`config.mk`:
```
export PLATFORM = sky130hd
export DESIGN_NAME = clk_sel_div
export DESIGN_NICKNAME = d
export VERILOG_FILES = /design/src/rtl/clkdiv_pkg.sv /design/src/rtl/cdiv_sync.sv /design/src/rtl/cdiv_ratio_dec.sv /design/src/rtl/cdiv_phase_gen.sv /design/src/rtl/clk_sel_div.sv
export SDC_FILE = /design/constraint.sdc
export NUM_CORES = 1
export LEC_CHECK = 0
export BUFFER_PORTS_ARGS = -buffer_cell sky130_fd_sc_hd__buf_2
export CAP_MARGIN = 20
export CORE_AREA = 3 3 46 48
export DETAILED_ROUTE_END_ITERATION = 8
export DIE_AREA = 0 0 49 51
export PLACE_DENSITY = 0.65
export SYNTH_ARGS = -nofsm -noshare
export SYNTH_HDL_FRONTEND = slang
export SYNTH_SLANG_ARGS = --single-unit
```
`constraint.sdc`:
```
create_clock -name clk -period 3.7 [get_ports clk]
set_input_delay 0.74 -clock clk [delete_from_list [all_inputs] [get_ports clk]]
set_output_delay 0.74 -clock clk [all_outputs]
set_load 0.005 [all_outputs]
```
`src/rtl/clkdiv_pkg.sv`:
```
package clkdiv_pkg;

  localparam int SHIFT_W = 2;

  typedef logic [1:0]         ratio_code_t;
  typedef logic [SHIFT_W-1:0] ratio_shift_t;

  // log2 of the output half-period for each select code
  function automatic ratio_shift_t code_to_shift(input ratio_code_t code);
    ratio_shift_t s;
    case (code)
      2'b10:   s = 2'd0;
      2'b11:   s = 2'd1;
      2'b01:   s = 2'd2;
      default: s = 2'd3;
    endcase
    return s;
  endfunction

endpackage

```
`src/rtl/cdiv_sync.sv`:
```
module cdiv_sync #(
  parameter int W      = 1,
  parameter int STAGES = 2
) (
  input  logic         clk,
  input  logic         rst,
  input  logic [W-1:0] d,
  output logic [W-1:0] q
);

  logic [W-1:0] stg [STAGES];

  always_ff @(posedge clk) begin
    if (rst) begin
      for (int i = 0; i < STAGES; i++) stg[i] <= '0;
    end else begin
      stg[0] <= d;
      for (int i = 1; i < STAGES; i++) stg[i] <= stg[i-1];
    end
  end

  assign q = stg[STAGES-1];

endmodule

```
`src/rtl/cdiv_ratio_dec.sv`:
```
module cdiv_ratio_dec
  import clkdiv_pkg::*;
(
  input  ratio_code_t  code,
  output ratio_shift_t shift
);

  always_comb shift = code_to_shift(code);

endmodule

```
`src/rtl/cdiv_phase_gen.sv`:
```
module cdiv_phase_gen
  import clkdiv_pkg::*;
#(
  parameter int MIN_LOW = 16,
  parameter int RUN_W   = 5
) (
  input  logic         clk,
  input  logic         rst,
  input  logic         en_s,
  input  ratio_shift_t tgt_shift,
  output logic         out_q,
  output ratio_shift_t act_shift,
  output logic         running
);

  logic [RUN_W-1:0] run_q;
  logic [RUN_W-1:0] cur_half;
  logic [RUN_W-1:0] low_need;
  logic             pending;
  logic             hi_done;
  logic             lo_done;

  always_comb begin
    cur_half = RUN_W'(1) << act_shift;
    pending  = (tgt_shift != act_shift);
    low_need = pending ? RUN_W'(MIN_LOW) : cur_half;
    hi_done  = (run_q == cur_half - RUN_W'(1));
    lo_done  = (run_q >= low_need - RUN_W'(1));
  end

  always_ff @(posedge clk) begin
    if (rst) begin
      out_q     <= 1'b0;
      running   <= 1'b0;
      run_q     <= '0;
      act_shift <= code_to_shift(2'b00);
    end else if (!en_s) begin
      out_q     <= 1'b0;
      running   <= 1'b0;
      run_q     <= '0;
      act_shift <= tgt_shift;
    end else if (!running) begin
      out_q     <= 1'b1;
      running   <= 1'b1;
      run_q     <= '0;
      act_shift <= tgt_shift;
    end else if (out_q) begin
      if (hi_done) begin
        out_q <= 1'b0;
        run_q <= '0;
      end else begin
        run_q <= run_q + RUN_W'(1);
      end
    end else begin
      if (lo_done) begin
        out_q     <= 1'b1;
        run_q     <= '0;
        act_shift <= tgt_shift;
      end else begin
        run_q <= run_q + RUN_W'(1);
      end
    end
  end

endmodule

```
`src/rtl/clk_sel_div.sv`:
```
module clk_sel_div
  import clkdiv_pkg::*;
#(
  parameter int SYNC_STAGES    = 2,
  parameter int MIN_SWITCH_LOW = 16
) (
  input  logic       clk,
  input  logic       rst,
  input  logic       en,
  input  logic [1:0] sel,
  output logic       clk_out
);

  localparam int RUN_W = $clog2(MIN_SWITCH_LOW + 1);

  logic [2:0]   sync_q;
  logic         en_s;
  ratio_code_t  sel_s;
  ratio_shift_t tgt_shift;
  ratio_shift_t act_shift;
  logic         running;

  cdiv_sync #(.W(3), .STAGES(SYNC_STAGES)) u_sync (
    .clk (clk),
    .rst (rst),
    .d   ({en, sel}),
    .q   (sync_q)
  );

  assign en_s  = sync_q[2];
  assign sel_s = sync_q[1:0];

  cdiv_ratio_dec u_dec (
    .code  (sel_s),
    .shift (tgt_shift)
  );

  cdiv_phase_gen #(.MIN_LOW(MIN_SWITCH_LOW), .RUN_W(RUN_W)) u_gen (
    .clk       (clk),
    .rst       (rst),
    .en_s      (en_s),
    .tgt_shift (tgt_shift),
    .out_q     (clk_out),
    .act_shift (act_shift),
    .running   (running)
  );

endmodule

```
* Yosys cells after proc, flatten, opt, wreduce, memory -nomap -nowiden
Memory sizes are Yosys's and may differ from the RTL's. Cells that the tools add are included.
Word-level totals: flip-flop bits (word level) 9, RAM bits 6, bits of input ports 5, logic and storage cells 43, memories kept 1
Operators by class: add/subtract/negate cells 3, magnitude comparators 1, equal/unequal tests 7, shifts and indexed selects 1, multiplexer cells 19, bitwise logic cells 4, reductions and logical operators 3
Memory list:
- u_sync.stg | words 2, bits a word 3, rd ports 2, clocked after memory_dff 0, write ports 2, RTL line cdiv_sync.sv:11 | logic [W-1:0] stg [STAGES];
Operators by type and width (count):
- $mux W5 | 4
- $sub A5 B1 Y5 const B | 2
- $mux W1 | 8
- $mux W2 | 4
- $mux W3 | 2
- $ne A3 B3 Y1 const B | 2
- $pmux W2 S3 | 1
- $add A5 B1 Y5 const B | 1
- $eq A5 B5 Y1 | 1
- $ge A5 B5 Y1 | 1
- $shl A1 B2 Y5 const A | 1
- $eq A2 B2 Y1 const B | 2
- $reduce_or A3 Y1 | 1
- $eq A2 B1 Y1 const B | 1
- $ne A2 B2 Y1 | 1
- $not A1 Y1 | 2
- $or A1 B1 Y1 | 2
- $reduce_and A2 Y1 | 1
- $reduce_or A2 Y1 | 1

* Longest topological paths before layout
depth after elaboration 10, mapped depth 11, mapped depth without buffers 11

* Hierarchy
From an unflattened synthesis, not the netlist that was laid out.
Second synthesis, totals: cells, all modules 91, area, all modules 894.6 um^2
Modules (own cells, without submodules):
- cdiv_phase_gen | times used 1, cells each 70, area an instance 671.9 um^2
- cdiv_sync | times used 1, cells each 15, area an instance 180.2 um^2
- cdiv_ratio_dec | times used 1, cells each 6, area an instance 42.5 um^2

* Worst setup path after synthesis
No wires, ideal clock.
path type reg-to-reg, from memory u_sync.stg[1][1], in the netlist u_sync.stg[0][4], to register u_gen.run_q[0], setup time 0.086 ns, arrival 2.555 ns, slack 1.059 ns, stages on the path, launching flop included 11, path buffers 0, clock period less this slack 2.641 ns, cell sequence dfxtp_1 inv_1 ha_1 or3_1 ha_1 xnor2_1 ha_1 a21o_1 a31oi_1 o211ai_1 a211oi_1
RTL lines:
- start: declaration | RTL line cdiv_sync.sv:11
- end signal: assignment | RTL line cdiv_phase_gen.sv:52 | run_q <= run_q + RUN_W'(1);
- end signal: assignment | RTL line cdiv_phase_gen.sv:60 | run_q <= run_q + RUN_W'(1);
- end: declaration | RTL line cdiv_phase_gen.sv:16 | logic [RUN_W-1:0] run_q;

==> metrics <==
clk root buf=clkbuf_4; synthesized flop and latch total=15; Post-CTS Resized=0; Clock Pin Slew Worst Setup and Hold Paths=0.09 ns; Post-route DRC=0; total vias in the final route=630; Pwr Density=313 mW/mm^2; Leak=0.000355 uW; Critical Path, Cell by Cell=inv_1 > ha_1 > or3_1 > ha_1 > xnor2_1 > ha_1 > a21o_1 > a31oi_1 > o211ai_1 > a211oi_1; die area=0.00250 sq mm; Area contributors post-synth=dfxtp_1 35%, ha_1 15%, xnor2_1 6.1%; top-level I/O count=6; Least-Margin Pin Slew=0.446 ns; Setup crit start kind=register; worst vdd ir=0.336 mV; Rows=15; Port Buffers=5; final RePlAce weighted congestion=0.854; Hold/Removal Path Class=register to register; status=complete, no violations; GRT overflow=0; post-layout min period=2.94 ns; initial antenna violation count=0; Final Core Density=52.8%; fmax=340 MHz; ratio of cells with drive above 1 in the final layout=11.8%; total track usage=13.3%; Initial Util=49.0%; Post-Synth Simple-Gate Area=19.0%; via/cell ratio=5.34; # Post-CTS Setup Buffers=0; 1st-iter DRT viols=8; Crit path buffers/inverters=1; top_reg_cell synth=dfxtp_1; pre-CTS setup slack=0.822 ns; Avg Inst Size Synth=9.84 sq um; Async S/R FF share, synth=0%; WL/cell=11.6 um; Synth top area share=35.1%; Synth Area in XOR/XNOR=8.19%; worst path required time=3.90 ns; slowest cell delay on critical path=0.41 ns; hold_buf cts=0; CP delay by family, top=compound AO/OA/AOI/OAI gates; core area=0.00175 sq mm; dominant cell type by area after synthesis=dfxtp_1; Sink Count=15; # H-tree levels=1; Max Cap Violations=0; Sum Neg Setup Slack=0 ns; final wirelength=1370 um; largest family of logic cells by synthesized area=simple AND/OR/NAND/NOR gates; Die W=49 um; CP max FO=5; Area Growth Syn to Fin=7.60%; CTS tree=done; crit path capture type=register; Clk Latency, worst-skew pair=0.28 ns; syn nets=102; critical path type=register to register; mapped cell area=856 sq um; RSZ-0062 raised after global routing=false; Slew Limit Fails=0; final hold vios=0; CP max stage cell=dfxtp_1; relative max-transition margin=70.2%; Die H=51 um; Bufs on Longest Clock Path=2; largest net degree at the start of global routing=12; YS warnings=0; vias in the first global route=621; 1st-pass router iterations=4; most frequent cells in the layout=15 x dfxtp_1, 10 x ha_1, 8 x nor2b_1; most common cell after layout, fill and taps aside=dfxtp_1; clk_skew=0.000538 ns; Distinct cells, synth=31; crit share post-route=79.5%; DP HPWL=1040 um; Num CTS Buffers=3; cell repeated most along the worst path=ha_1; antenna cells=0; first-pass GRT wire length=2590 um; final-stage net count=109; mux share of post-synthesis cell area=2.34%; post-route antenna net violation count=0; Final WS setup=0.757 ns; CP arrival=3.14 ns; sequential area share after synthesis=35.1%; area fraction in compound gates after synthesis=16.4%; Synth Area in Adders=14.6%; Cells after Synth=87; final setup violation count=0; Post-synth EDFFs=0
==> metal layers <==
metal	global-route usage [%]	vias to the layer above	share of wire [%]
met4	9.48	0	3.1
met3	3.21	5	4.8
met1	16.4	290	50
li1	-	319	-
met2	20.4	16	42
met5	0	-	0
==> cells in the mapped netlist, types with 2 or more instances <==
library cell,number
ha_1,10
nor2_1,4
nand2b_1,5
nand3_1,4
xor2_1,2
nor2b_1,8
xnor2_1,6
a211oi_1,5
mux2i_1,2
inv_1,5
clkbuf_1,2
dfxtp_1,15
==> where the power goes <==
part / switching, uW / internal [uW] / leakage [uW]
registers: 4.44 / 166 / 0.000123
logic: 12.5 / 12.1 / 0.000214
clock network: 52.6 / 40.2 / 0.0000177
==> worst reg2reg max path, cell delays in order, from the launching register on <==
cell,delay [ns]
dfxtp_1,0.41
inv_1,0.10
ha_1,0.34
or3_1,0.39
ha_1,0.25
xnor2_1,0.14
ha_1,0.31
a21o_1,0.18
a31oi_1,0.23
o211ai_1,0.24
a211oi_1,0.28
==> cell type report <==
class,instances,area [sq um]
fillers,148,825
multi-input cells,64,518
flip-flops and latches,15,300
well taps,25,31.3
repair buffers,5,25.0
clock buffers,3,22.5
inverters,5,18.8
clock inverters,1,5.00
==> cells by family after synthesis <==
kind of cell,Yosys count
flops,15
mux,2
xor+xnor,8
compound gates,16
buf+inv,8
fa+ha+maj,10
simple gates,28
==> metrics by stage <==
| step | std cells | total power, uW | area, sq um | hold WS (ns) |
|---|---|---|---|---|
| after global routing | 118 | 304 | 921 | 0.459 |
| after detailed placement | 114 | 199 | 893 | 0.426 |
| final | 118 | 288 | 921 | 0.446 |
| after CTS | 118 | 291 | 921 | 0.454 |
| after global placement | 114 | 198 | 893 | 0.417 |
| after floorplan | 87 | 194 | 856 | 0.414 |
==> state kept, by name, indices dropped and copies added, names as in the netlist <==
name	cells
u_sync.stg	6
u_gen.act_shift	2
u_gen.out_q	1
u_gen.run_q	5
u_gen.running	1
==> path summary, 6_finish.rpt <==
path	cells past startpoint	endpoint	from	slack, ns
max	10	u_gen.run_q[3]	u_sync.stg[0][4]	0.76
min	1	u_sync.stg[0][5]	u_sync.stg[0][2]	0.45
max reg2reg	10	u_gen.run_q[3]	u_sync.stg[0][4]	0.76
min reg2reg	1	u_sync.stg[0][5]	u_sync.stg[0][2]	0.45
No activity file was read; power rests on OpenSTA's default activity.
